[src/rtl/fsb_pkg.sv]
package fsb_pkg;
  typedef enum logic [1:0] {
    ST_IDLE   = 2'd0,
    ST_ARMED  = 2'd1,
    ST_ACTIVE = 2'd2,
    ST_ACK    = 2'd3
  } seq_state_e;
endpackage

[src/rtl/fsb_phase_det.sv]
module fsb_phase_det (
  input  logic clk,
  input  logic rst_n,
  input  logic phi2,
  output logic boundary
);
  logic phi2_q;

  always_ff @(posedge clk or negedge rst_n) begin
    if (!rst_n) phi2_q <= 1'b0;
    else        phi2_q <= phi2;
  end

  // slow cycle ends when the high phase falls
  assign boundary = phi2_q & ~phi2;
endmodule

[src/rtl/fsb_seq.sv]
module fsb_seq
  import fsb_pkg::*;
#(
  parameter int CPU_AW = 24,
  parameter int SYS_AW = 16,
  localparam int BANK_W = CPU_AW - SYS_AW,
  parameter logic [BANK_W-1:0] SLOW_BANK = '0
) (
  input  logic              clk,
  input  logic              rst_n,
  input  logic              cpu_req,
  input  logic [CPU_AW-1:0] cpu_addr,
  input  logic              boundary,
  output logic              load,
  output logic              finish,
  output logic              active,
  output logic              ack,
  output logic              cpu_wait
);
  function automatic logic hits_slow(input logic [CPU_AW-1:0] a);
    return a[CPU_AW-1 -: BANK_W] == SLOW_BANK;
  endfunction

  seq_state_e state, state_nx;
  logic slow_req;

  assign slow_req = cpu_req & hits_slow(cpu_addr);

  always_comb begin
    state_nx = state;
    case (state)
      ST_IDLE:   if (slow_req) state_nx = boundary ? ST_ACTIVE : ST_ARMED;
      ST_ARMED:  if (!slow_req)    state_nx = ST_IDLE;
                 else if (boundary) state_nx = ST_ACTIVE;
      ST_ACTIVE: if (boundary) state_nx = ST_ACK;
      ST_ACK:    state_nx = ST_IDLE;
      default:   state_nx = ST_IDLE;
    endcase
  end

  always_ff @(posedge clk or negedge rst_n) begin
    if (!rst_n) state <= ST_IDLE;
    else        state <= state_nx;
  end

  assign load     = boundary & slow_req & ((state == ST_IDLE) | (state == ST_ARMED));
  assign finish   = boundary & (state == ST_ACTIVE);
  assign active   = (state == ST_ACTIVE);
  assign ack      = (state == ST_ACK);
  assign cpu_wait = slow_req & ~ack;

  AST_ACK_AFTER_EDGE: assert property (@(posedge clk) disable iff (!rst_n)
    ack |-> $past(boundary));

  AST_LOAD_NOT_BUSY: assert property (@(posedge clk) disable iff (!rst_n)
    load |=> active);
endmodule

[src/rtl/fsb_sysregs.sv]
module fsb_sysregs #(
  parameter int SYS_AW = 16,
  parameter int DW     = 8
) (
  input  logic              clk,
  input  logic              rst_n,
  input  logic              load,
  input  logic              finish,
  input  logic [SYS_AW-1:0] req_addr,
  input  logic              req_we,
  input  logic [DW-1:0]     req_wdata,
  input  logic [DW-1:0]     sys_din,
  output logic [SYS_AW-1:0] sys_addr,
  output logic              sys_rw,
  output logic [DW-1:0]     sys_dout,
  output logic [DW-1:0]     cpu_rdata
);
  always_ff @(posedge clk or negedge rst_n) begin
    if (!rst_n) begin
      sys_addr  <= '0;
      sys_rw    <= 1'b1;
      sys_dout  <= '0;
      cpu_rdata <= '0;
    end else if (load) begin
      sys_addr <= req_addr;
      sys_rw   <= ~req_we;
      sys_dout <= req_wdata;
    end else if (finish) begin
      if (sys_rw) cpu_rdata <= sys_din;
      sys_addr <= '0;
      sys_rw   <= 1'b1;
    end
  end

  AST_LOAD_MATCH: assert property (@(posedge clk) disable iff (!rst_n)
    load |=> (sys_addr == $past(req_addr)) && (sys_rw == !$past(req_we)));

  AST_NO_OVERLAP: assert property (@(posedge clk) disable iff (!rst_n)
    !(load && finish));
endmodule

[src/rtl/fsb_xcvr_ctl.sv]
module fsb_xcvr_ctl (
  input  logic active,
  input  logic phi2,
  input  logic sys_rw,
  output logic xcvr_en,
  output logic xcvr_dir
);
  assign xcvr_en  = active & phi2;
  assign xcvr_dir = ~sys_rw;
endmodule

[src/rtl/fastslow_bridge.sv]
module fastslow_bridge #(
  parameter int CPU_AW = 24,
  parameter int SYS_AW = 16,
  parameter int DW     = 8,
  localparam int BANK_W = CPU_AW - SYS_AW,
  parameter logic [BANK_W-1:0] SLOW_BANK = '0
) (
  input  logic              clk,
  input  logic              rst_n,
  input  logic              cpu_req,
  input  logic              cpu_we,
  input  logic [CPU_AW-1:0] cpu_addr,
  input  logic [DW-1:0]     cpu_wdata,
  output logic [DW-1:0]     cpu_rdata,
  output logic              cpu_wait,
  input  logic              sys_phi2,
  output logic [SYS_AW-1:0] sys_addr,
  output logic              sys_rw,
  output logic [DW-1:0]     sys_dout,
  input  logic [DW-1:0]     sys_din,
  output logic              xcvr_en,
  output logic              xcvr_dir
);
  logic boundary, load, finish, active, ack;

  fsb_phase_det u_phase (
    .clk(clk), .rst_n(rst_n), .phi2(sys_phi2), .boundary(boundary)
  );

  fsb_seq #(.CPU_AW(CPU_AW), .SYS_AW(SYS_AW), .SLOW_BANK(SLOW_BANK)) u_seq (
    .clk(clk), .rst_n(rst_n), .cpu_req(cpu_req), .cpu_addr(cpu_addr),
    .boundary(boundary), .load(load), .finish(finish), .active(active),
    .ack(ack), .cpu_wait(cpu_wait)
  );

  fsb_sysregs #(.SYS_AW(SYS_AW), .DW(DW)) u_regs (
    .clk(clk), .rst_n(rst_n), .load(load), .finish(finish),
    .req_addr(cpu_addr[SYS_AW-1:0]), .req_we(cpu_we), .req_wdata(cpu_wdata),
    .sys_din(sys_din), .sys_addr(sys_addr), .sys_rw(sys_rw),
    .sys_dout(sys_dout), .cpu_rdata(cpu_rdata)
  );

  fsb_xcvr_ctl u_xcvr (
    .active(active), .phi2(sys_phi2), .sys_rw(sys_rw),
    .xcvr_en(xcvr_en), .xcvr_dir(xcvr_dir)
  );

  AST_ADDR_ONCE: assert property (@(posedge clk) disable iff (!rst_n)
    !($stable(sys_addr) && $stable(sys_rw)) |-> $past(boundary));

  AST_IDLE_ZERO: assert property (@(posedge clk) disable iff (!rst_n)
    ack |-> (sys_addr == '0) && sys_rw);

  AST_DIR_MATCH: assert property (@(posedge clk) disable iff (!rst_n)
    (xcvr_en && xcvr_dir) |-> !sys_rw);

  AST_XCVR_IN_PHI2: assert property (@(posedge clk) disable iff (!rst_n)
    xcvr_en |-> sys_phi2 && !ack);
endmodule

[config.mk]
export PLATFORM = sky130hd
export DESIGN_NAME = fastslow_bridge
export DESIGN_NICKNAME = d
export VERILOG_FILES = /design/src/rtl/fsb_pkg.sv /design/src/rtl/fsb_phase_det.sv /design/src/rtl/fsb_seq.sv /design/src/rtl/fsb_sysregs.sv /design/src/rtl/fsb_xcvr_ctl.sv /design/src/rtl/fastslow_bridge.sv
export SDC_FILE = /design/constraint.sdc
export NUM_CORES = 1
export LEC_CHECK = 0
export BUFFER_PORTS_ARGS = -buffer_cell sky130_fd_sc_hd__buf_2
export CORE_MARGIN = 2
export CORE_UTILIZATION = 50
export CTS_BUF_LIST = sky130_fd_sc_hd__clkbuf_8
export CTS_CLUSTER_DIAMETER = 40
export CTS_CLUSTER_SIZE = 16
export DETAILED_ROUTE_END_ITERATION = 10
export PLACE_DENSITY = 0.95
export SETUP_SLACK_MARGIN = 0.2
export SYNTH_ARGS = -nofsm -noshare
export SYNTH_HDL_FRONTEND = slang
export SYNTH_SLANG_ARGS = --single-unit
export TNS_END_PERCENT = 10
[constraint.sdc]
create_clock -name clk -period 3.65 [get_ports clk]
set_input_delay 0.1825 -clock clk [delete_from_list [all_inputs] [get_ports clk]]
set_output_delay 0.1825 -clock clk [all_outputs]
set_load 0.005 [all_outputs]
* Word level (Yosys, flattened, before mapping)
Cells that the tools add are included.
** Storage, ports and cells
- Register bits :: 36
- Output and inout bits :: 36
- Logic and storage cells :: 40
- Bits of input ports :: 45
** Operators by class
- Bitwise operators :: 13
- Reduce and logical (&&, ||, !) cells :: 5
- Equality and inequality tests :: 6
- Muxes and demuxes :: 10
** Operator list (count)
- 2-to-1 mux 16 bit :: 2
- 2-to-1 mux 2 bit :: 5
- zero test 8 bit :: 1
- case mux 2 bit (4 select lines) :: 1
- AND 1 bit :: 7
- AND reduction 3 bit :: 2
- inverter 1 bit :: 5
- equality test 2 bit (second input constant) :: 2
- inequality test 3 x 2 -> 1 bit (second input constant) :: 1
- equality test 2 x 1 -> 1 bit (second input constant) :: 1
- zero test 2 bit :: 1
- 2-to-1 mux 1 bit :: 2
- inequality test 2 x 1 -> 1 bit (second input constant) :: 1
- inequality test 2 bit (second input constant) :: 1
- nonzero test 2 bit :: 1
- bitwise OR 1 bit :: 1

* Longest topological paths before layout
Gate-level depths: netlist of the first run.
- Word-level depth :: 6
- Gate-level depth with buffers :: 5
- Depth with buffers taken out :: 3

* Modules after synthesis
From an unflattened synthesis of the first run, not the netlist that was laid out.
** Second synthesis, totals
- Cell total of the unflattened synthesis :: 92
- Area total of the unflattened synthesis :: 1442.6 um^2
** By module, submodules not included
- fsb_sysregs :: cells each 73, area each 1243.7 um^2, instances 1, sequential area each 827.0 um^2
- fsb_seq :: cells each 15, area each 150.1 um^2, instances 1, sequential area each 50.0 um^2
- fsb_phase_det :: cells each 2, area each 38.8 um^2, instances 1, sequential area each 25.0 um^2
- fsb_xcvr_ctl :: cells each 2, area each 10.0 um^2, instances 1, sequential area each 0.0 um^2

* Worst setup path before layout of the first run
OpenSTA, ideal clock, no wires.
- Path type :: reg-to-reg
- Start :: reg u_seq.state[1]
- End :: reg u_regs.sys_dout[5]
- Buffers on the path :: 1
- Path slack :: 2216 ps
- Period minus slack after synthesis :: 1434 ps
- Arrival time :: 1309 ps
- Setup time :: 125 ps
- Cell stages (with the launch flop) :: 5
- Required time :: 3525 ps
- Path through :: dfrtp_1 nor3b_2 nand4_4 buf_6 mux2_4
** Between the ends
- Longest elaborated chain between the ends :: 3
- Elaborated cells between the ends (all ways) :: 4
- Classes of those cells :: eq/ne: 1; bitwise: 2; reduce/logical: 1
** RTL lines
- start, declared :: line fsb_seq.sv:24 : seq_state_e state, state_nx;
- start signal, assigned :: line fsb_seq.sv:43 : else state <= state_nx;
- equality test 2 x 1 -> 1 bit or zero test 2 bit (tied branches) :: line fsb_seq.sv:46 : assign load = boundary & slow_req & ((state == ST_IDLE) | (state == ST_ARMED));
- bitwise OR 1 bit * :: line fsb_seq.sv:46
- AND 1 bit * :: line fsb_seq.sv:46
- end signal, assigned :: line fsb_sysregs.sv:27 : sys_dout <= req_wdata;
- end, declared :: line fsb_sysregs.sv:15 : output logic [DW-1:0] sys_dout,
Every way passes the cells marked *; elsewhere a longest branch is shown, timed or not.
A chain may end at the register's enable or synchronous reset.

* Worst setup path in the final report of the first run
Ends and elaborated chain as after synthesis.

==> results of run 1 <==
==> metal layers <==
metal,routed length [um],vias to the layer above,global-route usage,share of wire
met5,0,-,0,0
li1,-,566,-,-
met2,1610,42,0.350,0.52
met1,1270,530,0.218,0.41
met4,64,0,0.108,0.021
met3,137,6,0.0480,0.044
==> critical path, delay by kind of cell, from the launching register on <==
family | cells | cell delay [ns]
mux | 1 | 0.47
simple gates | 2 | 0.75
flops | 1 | 0.43
==> worst max-delay path by stage <==
| stage | to | startpoint | depth (start not counted) |
|---|---|---|---|
| 2_1_floorplan | u_regs.sys_dout[5] | u_seq.state[1] | 4 |
| 3_3_place_gp | u_regs.sys_dout[5] | cpu_addr[21] | 4 |
| 3_5_place_dp | u_regs.sys_dout[6] | u_seq.state[1] | 3 |
| 4_1_cts | u_regs.sys_dout[5] | u_seq.state[1] | 3 |
| 5_1_grt | u_regs.sys_dout[5] | u_seq.state[1] | 3 |
| 6_report | u_regs.sys_dout[5] | u_seq.state[1] | 3 |
==> registers in the layout, summed over array words and instances, names as in the netlist <==
register	cells
u_phase.phi2_q	1
u_regs.cpu_rdata	8
u_regs.sys_addr	16
u_regs.sys_dout	8
u_regs.sys_rw	1
u_seq.state	2
==> cells in the final DEF, fill, tap and decap left out, types with 2 or more instances in the layout <==
cell type / netlist / routed
buf_2: 2 / 80
clkbuf_8: 0 / 5
dfrtp_1: 35 / 35
inv_1: 18 / 19
mux2_2: 14 / 14
mux2_4: 2 / 2
mux2i_1: 17 / 17
nand2_1: 17 / 17
nor2b_1: 2 / 2
==> power by group <==
part	switching (W)	internal (W)	leakage, nW
Clock	0.000125	0.000127	0.0452
Combinational	0.0000652	0.0000942	0.778
Sequential	0.0000289	0.000453	0.481
Total	0.000219	0.000674	1.30
==> cell type report <==
class	count	area [um^2]	area share
clock buffers	5	68.8	0.0336
clock inverters	2	8.76	0.00427
inverters	18	67.6	0.0329
multi-input cells	64	552	0.269
flip-flops and latches	36	902	0.440
well taps	33	41.3	0.0201
repair buffers	81	410	0.200
==> kinds of logic after synthesis <==
logic type / count (synthesis)
AO/OA/AOI/OAI: 3
AND/OR/NAND/NOR: 28
flip-flops: 36
buffers and inverters: 22
multiplexers: 33
==> through the flow <==
| step | area [um^2] | setup WS, ns | util | hold WS [ns] | total power [W] |
|---|---|---|---|---|---|
| 6_report | 2050 | 1.88 | 0.683 | 0.0356 | 0.000894 |
| 5_1_grt | 2050 | 1.71 | 0.683 | 0.0243 | 0.000948 |
| 4_1_cts | 2050 | 1.85 | 0.683 | 0.0263 | 0.000906 |
| 3_5_place_dp | 1960 | 1.86 | 0.654 | 0.300 | 0.000653 |
| 3_3_place_gp | 1960 | 1.88 | 0.654 | 0.299 | 0.000642 |
| 2_1_floorplan | 1550 | 2.22 | - | -0.113 | 0.000554 |
==> what timing repair did <==
action	4_1_cts	5_1_grt
hold buffers	1	0
resized for setup	0	0
hold endpoints to repair	28	0
==> results.json, run 1 <==
{
  "route.detailed.wl_per_inst_um": 12.9,
  "overflow": 0,
  "synth_largest_area_cell": "dfrtp_1",
  "die_area_um2": 3550,
  "synth_area_um2": 1550,
  "num_rows": 20,
  "cts_tree": "done",
  "avgSynthCellArea_um2": 12.7,
  "ys_ff_latch": 36,
  "io_buffers": 80,
  "cp-start-kind": "flip-flop",
  "netlist_top_cells_count": "35 x dfrtp_1, 18 x inv_1, 17 x mux2i_1, 17 x nand2_1, 14 x mux2_2",
  "nets": 251,
  "synth-simple-area-share": 0.114,
  "cts.path.max_buffers": 2,
  "fp.coreArea_um2": 3000,
  "period_minus_slack_ns": 1.77,
  "cp.required_ns": 3.81,
  "drtPass1Iterations": 4,
  "fp.dieW_um": 59.6,
  "crit_slowest_cell": "nand4_4",
  "initial_utilization": 0.515,
  "syn_inst": 122,
  "crit_type": "reg -> reg",
  "htree_levels": 2,
  "post-cts-setup-buffer-count": 0,
  "finalClockSkew_ns": 0.00714,
  "synth_top_area_frac": 0.566,
  "dp.cells": 231,
  "hpwl_mm": 2.31,
  "synth_top_family_by_area": "multiplexers",
  "cp-end-kind": "flip-flop",
  "grt_use_total": 0.199,
  "slew_viol_final": 0,
  "clock-sinks": 36,
  "io_pins": 81,
  "synth_edf_count": 0,
  "r2r_cells": 3,
  "cts.reportedPaths.clkPinSlew_ns": 0.07,
  "fin_crit_sh": 0.486,
  "setup_viol": 0,
  "num-fill-cells": 248,
  "synthToLayoutAreaGrowth_pct": 32.6,
  "antenna_found_initial": 0,
  "rsz0062_at_grt": "false",
  "ys_async_sr_fraction": 1.00,
  "drive_gt1_frac": 0.519,
  "yosysMostFrequentCell": "dfrtp_1",
  "cts-root-buf": "clkbuf_8",
  "grt_pass1_vias": 1189,
  "yosysWarnings": 0,
  "vias": 1144,
  "via_per_inst": 4.79,
  "cp_max_fo": 26,
  "synthXorXnorAreaFrac": 0,
  "grt_pass1_wl_mm": 5.11,
  "tns_ns": 0,
  "grt_max_degree": 37,
  "num_antenna_cells": 0,
  "synth_fp_nets": 167,
  "cpPeakStageDelay_ns": 0.48,
  "clk_latency_ns": 0.28,
  "wirelength_mm": 3.08,
  "drc": 0,
  "crit_arrival_ns": 1.94,
  "synth-compound-area-share": 0.0113,
  "worst_pin_slew_ns": 0.753,
  "cts_buffers": 5,
  "fmax_mhz": 564,
  "min_path_cells": 2,
  "initialDrtViolationCount": 20,
  "hold_viol_final": 0,
  "synth_fa_ha_area_frac": 0,
  "hp-class": "in -> reg",
  "synthDistinctLibCells": 23,
  "synth-main-ff-cell": "dfrtp_1",
  "place_congestion": 0.812,
  "synthMuxAreaShare": 0.231,
  "vdd_drop_max_mv": 0.283,
  "hold_start": "cpu_we",
  "regToRegEndpoint": "u_regs.sys_dout[5]",
  "crit_path_cell_trace": "nor3b_2, nand4_4, mux2_4",
  "reg2reg_setup_slack_ns": 1.88,
  "postRouteAntennaNets": 0,
  "ys_seq_area_frac": 0.583,
  "power_density_nw_per_um2": 436,
  "worstHoldEndpoint": "u_regs.sys_rw",
  "ys_top_cells_by_area": "dfrtp_1 57%, mux2i_1 11%, mux2_2 10%, inv_1 4.4%, nand2_1 4.1%",
  "max-cap-violations": 0,
  "r2r-start": "u_seq.state[1]",
  "leakage_nw": 1.30,
  "instances_no_fill": 239,
  "die_h_um": 59.6,
  "status": "finished, final reports clean",
  "relSlewSlack": 0.498
}
Power figures use the tool's default switching activity.
==> run 2: changes to the inputs <==
- CORE_UTILIZATION: 50 -> 42
- PLACE_DENSITY: 0.95 -> 0.89
- clock period: 3.65 -> 1.62 ns (I/O delays scaled with it)
==> run 2 against run 1 <==
Net effect: clock skew shrank 0.0015 ns; routed wire length is 13% higher; hold slack got worse by 0.021 ns; via count increased by 8.7%; clock-buffer cell count did not move; sequential power rose by 130%; power increased to 2.9 times the previous value; worst setup slack got worse by 1.7 ns; critical endpoint is now u_regs.sys_dout[6]; largest cell class unchanged; largest power group unchanged.
==> results.json, run 2 (synthesis results as in run 1) <==
{
  "status": "finished, final reports clean",
  "cpPeakStageDelay_ns": 0.40,
  "hpwl_mm": 2.48,
  "drc": 0,
  "cp-end-kind": "flip-flop",
  "route.detailed.wl_per_inst_um": 12.9,
  "cts-root-buf": "clkbuf_8",
  "vdd_drop_max_mv": 0.647,
  "cts_buffers": 5,
  "cts.path.max_buffers": 2,
  "crit_path_cell_trace": "nor3b_2, nand4_4, buf_8, mux2_4",
  "grt_use_met2": 0.270,
  "die_area_um2": 4180,
  "place_congestion": 0.698,
  "io_buffers": 80,
  "grt_util_met1": 0.224,
  "final_cell_mix": "80 x buf_2, 35 x dfrtp_1, 18 x inv_1",
  "whs_ns": 0.0142,
  "die_h_um": 64.7,
  "postRouteAntennaNets": 0,
  "grt_pass1_wl_mm": 5.40,
  "top_regs": "u_regs.sys_addr (16), u_regs.cpu_rdata (8), u_regs.sys_dout (8)",
  "busiest_layer": "met2",
  "rsz0062_at_grt": "true",
  "nets": 265,
  "tns_ns": 0,
  "cts.reportedPaths.clkPinSlew_ns": 0.07,
  "vias": 1244,
  "grt_pass1_vias": 1132,
  "crit_arrival_ns": 1.57,
  "worst_pin_slew_ns": 0.498,
  "synthToLayoutAreaGrowth_pct": 50.1,
  "period_minus_slack_ns": 1.40,
  "relSlewSlack": 0.665,
  "wirelength_mm": 3.47,
  "leakage_nw": 1.43,
  "drtPass1Iterations": 4,
  "crit_type": "reg -> reg",
  "fp.dieW_um": 64.7,
  "finalPower_w": 0.00256,
  "slew_viol_final": 0,
  "num_rows": 22,
  "power_density_nw_per_um2": 1100,
  "grt_use_total": 0.179,
  "clock-sinks": 36,
  "cp_max_fo": 7,
  "max-cap-violations": 0,
  "fin_crit_sh": 0.865,
  "placed_area_um2": 2030,
  "initial_utilization": 0.429,
  "via_per_inst": 4.62,
  "cp.required_ns": 1.79,
  "initialDrtViolationCount": 76,
  "multi_input_area_um2": 554,
  "cts_tree": "done",
  "finalClockSkew_ns": 0.00563,
  "cp-start-kind": "flip-flop",
  "setup_viol": 0,
  "num-fill-cells": 264,
  "grt_use_met3": 0.0694,
  "finish.instance_area_um2": 2320,
  "top_register": "u_regs.sys_addr",
  "layout_commonest_cell": "buf_2",
  "fmax_mhz": 714,
  "htree_levels": 2,
  "clk_latency_ns": 0.29,
  "crit_slowest_cell": "dfrtp_1",
  "hold_viol_final": 0,
  "fp.coreArea_um2": 3610,
  "overflow": 0,
  "largest_reg_flops": 16,
  "seq_area_um2": 902,
  "hp-class": "in -> reg",
  "grt_max_degree": 37,
  "num_antenna_cells": 0,
  "antenna_found_initial": 0,
  "drive_gt1_frac": 0.552,
  "io_pins": 81,
  "postLayoutCoreUtil": 0.644
}
-- run 2: cell types whose count changed in the layout (fill, tap and decap cells not counted), sizes merged --
cell,delta
buf,+12
clkinv,-1
dlygate4sd3,+2
inv,-1
bufinv,+3
-- run 2: cell type report --
class / instances / share of cell area
flip-flops and latches: 36 / 0.389
repair buffers: 95 / 0.249
multi-input cells: 64 / 0.239
clock inverters: 3 / 0.0388
clock buffers: 5 / 0.0296
inverters: 18 / 0.0291
well taps: 48 / 0.0259
-- run 2: power breakdown --
group	switching, W	internal (W)	total, W
Clock	0.000316	0.000770	0.00109
Sequential	0.0000656	0.00102	0.00109
Combinational	0.000160	0.000230	0.000389
-- run 2: what timing repair did --
item                       CTS  global route
gates cloned                 0             0
setup buffers                7             0
gates resized for setup      5             1
hold buffers                 3             0
pin swaps                    1             1
setup endpoints to repair   16            29
hold endpoints to repair    38             0
-- run 2: worst max-delay path: cells and delay by family, from the launching register on --
kind,cells,cell delay (ns)
flip-flops,1,0.40
AND/OR/NAND/NOR,2,0.41
multiplexers,1,0.29
buffers and inverters,1,0.18
-- run 2: worst paths after layout --
path                                startpoint             endpoint  slack, ns  cells past startpoint
min in group asynchronous                rst_n   u_regs.sys_dout[6]       0.29                      3
setup / recovery                u_seq.state[1]   u_regs.sys_dout[6]       0.22                      4
max in group asynchronous                rst_n        u_regs.sys_rw       1.09                      3
setup reg to reg                u_seq.state[1]   u_regs.sys_dout[6]       0.22                      4
hold / removal                    cpu_addr[15]  u_regs.sys_addr[15]       0.01                      3
hold reg to reg            u_regs.cpu_rdata[7]  u_regs.cpu_rdata[7]       0.50                      1
-- run 2: stage by stage --
stage,setup WS (ns),instances
2_1_floorplan,0.206,122
3_5_place_dp,0.157,251
4_1_cts,0.179,269
5_1_grt,0.154,269
6_report,0.219,269
3_3_place_gp,0.199,251
-- run 2: metal layers --
metal / share of wire / up-vias
li1: - / 593
met1: 0.44 / 586
met2: 0.46 / 61
met3: 0.089 / 4
met4: 0.020 / 0
met5: 0 / -
==> run 3: changes to the inputs <==
- CORE_UTILIZATION: 42 -> 40
- CTS_BUF_LIST: sky130_fd_sc_hd__clkbuf_8 -> not set
- PLACE_DENSITY: 0.89 -> 0.86
==> run 3 against run 2 <==
Net effect: register-to-register slack lost 0.06 ns; clock skew grew 0.00055 ns; routed wire length shrank 3.5%; highest routed layer unchanged; sequential cell count is the same; worst setup slack lost 0.056 ns; sequential power is essentially flat.
==> results.json, run 3 (synthesis results as in run 1) <==
{
  "worst_pin_slew_ns": 0.565,
  "status": "finished, final reports clean",
  "final_cell_mix": "80 x buf_2, 34 x dfrtp_1, 18 x inv_1",
  "cp_max_fo": 8,
  "top_register": "u_regs.sys_addr",
  "cts-root-buf": "clkbuf_8",
  "num_antenna_cells": 0,
  "grt_use_met2": 0.266,
  "max-cap-violations": 0,
  "place_congestion": 0.623,
  "p_int_w": 0.00202,
  "power_frac_clock": 0.424,
  "hold_viol_final": 0,
  "hpwl_mm": 2.39,
  "cts.reportedPaths.clkPinSlew_ns": 0.07,
  "num-fill-cells": 309,
  "htree_levels": 2,
  "grt_util_met1": 0.181,
  "top_regs": "u_regs.sys_addr (16), u_regs.cpu_rdata (8), u_regs.sys_dout (8)",
  "finalClockSkew_ns": 0.00619,
  "clock-sinks": 36,
  "overflow": 0,
  "io_pins": 81,
  "initialDrtViolationCount": 63,
  "relSlewSlack": 0.621,
  "fp.coreArea_um2": 3690,
  "layout_commonest_cell": "buf_2",
  "crit_arrival_ns": 1.65,
  "wirelength_mm": 3.35,
  "vdd_drop_max_mv": 0.525,
  "tns_ns": 0,
  "clk_latency_ns": 0.28,
  "num_rows": 22,
  "fp.dieW_um": 66.2,
  "io_buffers": 80,
  "die_area_um2": 4380,
  "slew_viol_final": 0,
  "cts.path.max_buffers": 2,
  "largest_reg_flops": 16,
  "power_density_nw_per_um2": 1110,
  "via_per_inst": 4.65,
  "grt_max_degree": 37,
  "fmax_mhz": 687,
  "nets": 260,
  "synthToLayoutAreaGrowth_pct": 47.5,
  "cts_tree": "done",
  "grt_use_total": 0.152,
  "busiest_layer": "met2",
  "grt_use_met3": 0.0443,
  "drtPass1Iterations": 4,
  "setup_viol": 0,
  "period_minus_slack_ns": 1.46,
  "vias": 1228,
  "route.detailed.wl_per_inst_um": 12.7,
  "crit_type": "reg -> reg",
  "hp-class": "in -> reg",
  "cp-end-kind": "flip-flop",
  "drc": 0,
  "initial_utilization": 0.419,
  "leakage_nw": 1.40,
  "postRouteAntennaNets": 0,
  "cp-start-kind": "flip-flop",
  "grt_pass1_wl_mm": 5.08,
  "p_seq_frac": 0.428,
  "fin_crit_sh": 0.899,
  "p_switching_w": 0.000515,
  "swShare": 0.203,
  "grt_pass1_vias": 1201,
  "rsz0062_at_grt": "true",
  "die_h_um": 66.2,
  "finalPower_w": 0.00253,
  "drive_gt1_frac": 0.546,
  "cts_buffers": 5,
  "cp.required_ns": 1.81,
  "antenna_found_initial": 0,
  "p_comb_frac": 0.149
}
[run 3: worst paths after layout]
check	start	to	slack (ns)	depth (start not counted)
max	u_seq.state[1]	u_regs.sys_addr[2]	0.16	4
min	cpu_addr[14]	u_regs.sys_addr[14]	0.03	3
max reg2reg	u_seq.state[1]	u_regs.sys_addr[2]	0.16	4
min reg2reg	u_regs.cpu_rdata[2]	u_regs.cpu_rdata[2]	0.50	1
max in group asynchronous	rst_n	u_regs.sys_rw	1.08	3
min in group asynchronous	rst_n	u_regs.sys_dout[6]	0.29	3
[run 3: routing by layer]
| metal | wire length, um | part of all wire | vias to the layer above |
|---|---|---|---|
| li1 | - | - | 589 |
| met1 | 1490 | 0.44 | 592 |
| met2 | 1620 | 0.49 | 45 |
| met3 | 226 | 0.068 | 2 |
| met4 | 9 | 0.0027 | 0 |
| met5 | 0 | 0 | - |
[run 3: what timing repair did]
item / 4_1_cts / 5_1_grt
hold buffers: 3 / 0
gates resized for setup: 4 / 2
setup endpoints to repair: 25 / 34
endpoints found under the hold margin: 38 / 0
gates cloned: 1 / 1
buffers inserted: 1 / 0
[run 3: metrics by stage]
stage | hold WS (ns) | setup WS [ns] | std cells | util | instance area (um^2)
6_report | 0.0256 | 0.164 | 264 | 0.618 | 2280
5_1_grt | 0.0220 | 0.0514 | 264 | 0.618 | 2280
3_3_place_gp | 0.0560 | 0.158 | 250 | 0.549 | 2020
4_1_cts | 0.0192 | 0.206 | 263 | 0.610 | 2250
3_5_place_dp | 0.0603 | 0.106 | 250 | 0.549 | 2020
2_1_floorplan | -0.215 | 0.206 | 122 | - | 1550
[run 3: final cells by class]
class / count / area (um^2) / area share
clock inverters: 3 / 90.1 / 0.0395
repair buffers: 89 / 518 / 0.227
flip-flops and latches: 36 / 903 / 0.396
multi-input cells: 65 / 573 / 0.251
well taps: 48 / 60.1 / 0.0263
inverters: 18 / 67.6 / 0.0296
clock buffers: 5 / 68.8 / 0.0302
[run 3: critical path, stage by stage, from the launching register on]
cell and delay (ns):
dfrtp_2 0.45, nor3b_4 0.27, nand4_4 0.23, clkbuf_16 0.25, mux2i_1 0.18
[run 3: power groups by stage]
stage / Sequential (W) / Combinational [W] / Clock [W]
after global routing: 0.00110 / 0.000422 / 0.00113
after detailed placement: 0.00110 / 0.000371 / 0
after floorplan: 0.00111 / 0.000139 / 0
after global placement: 0.00109 / 0.000364 / 0
final: 0.00108 / 0.000376 / 0.00107
after CTS: 0.00108 / 0.000383 / 0.00109
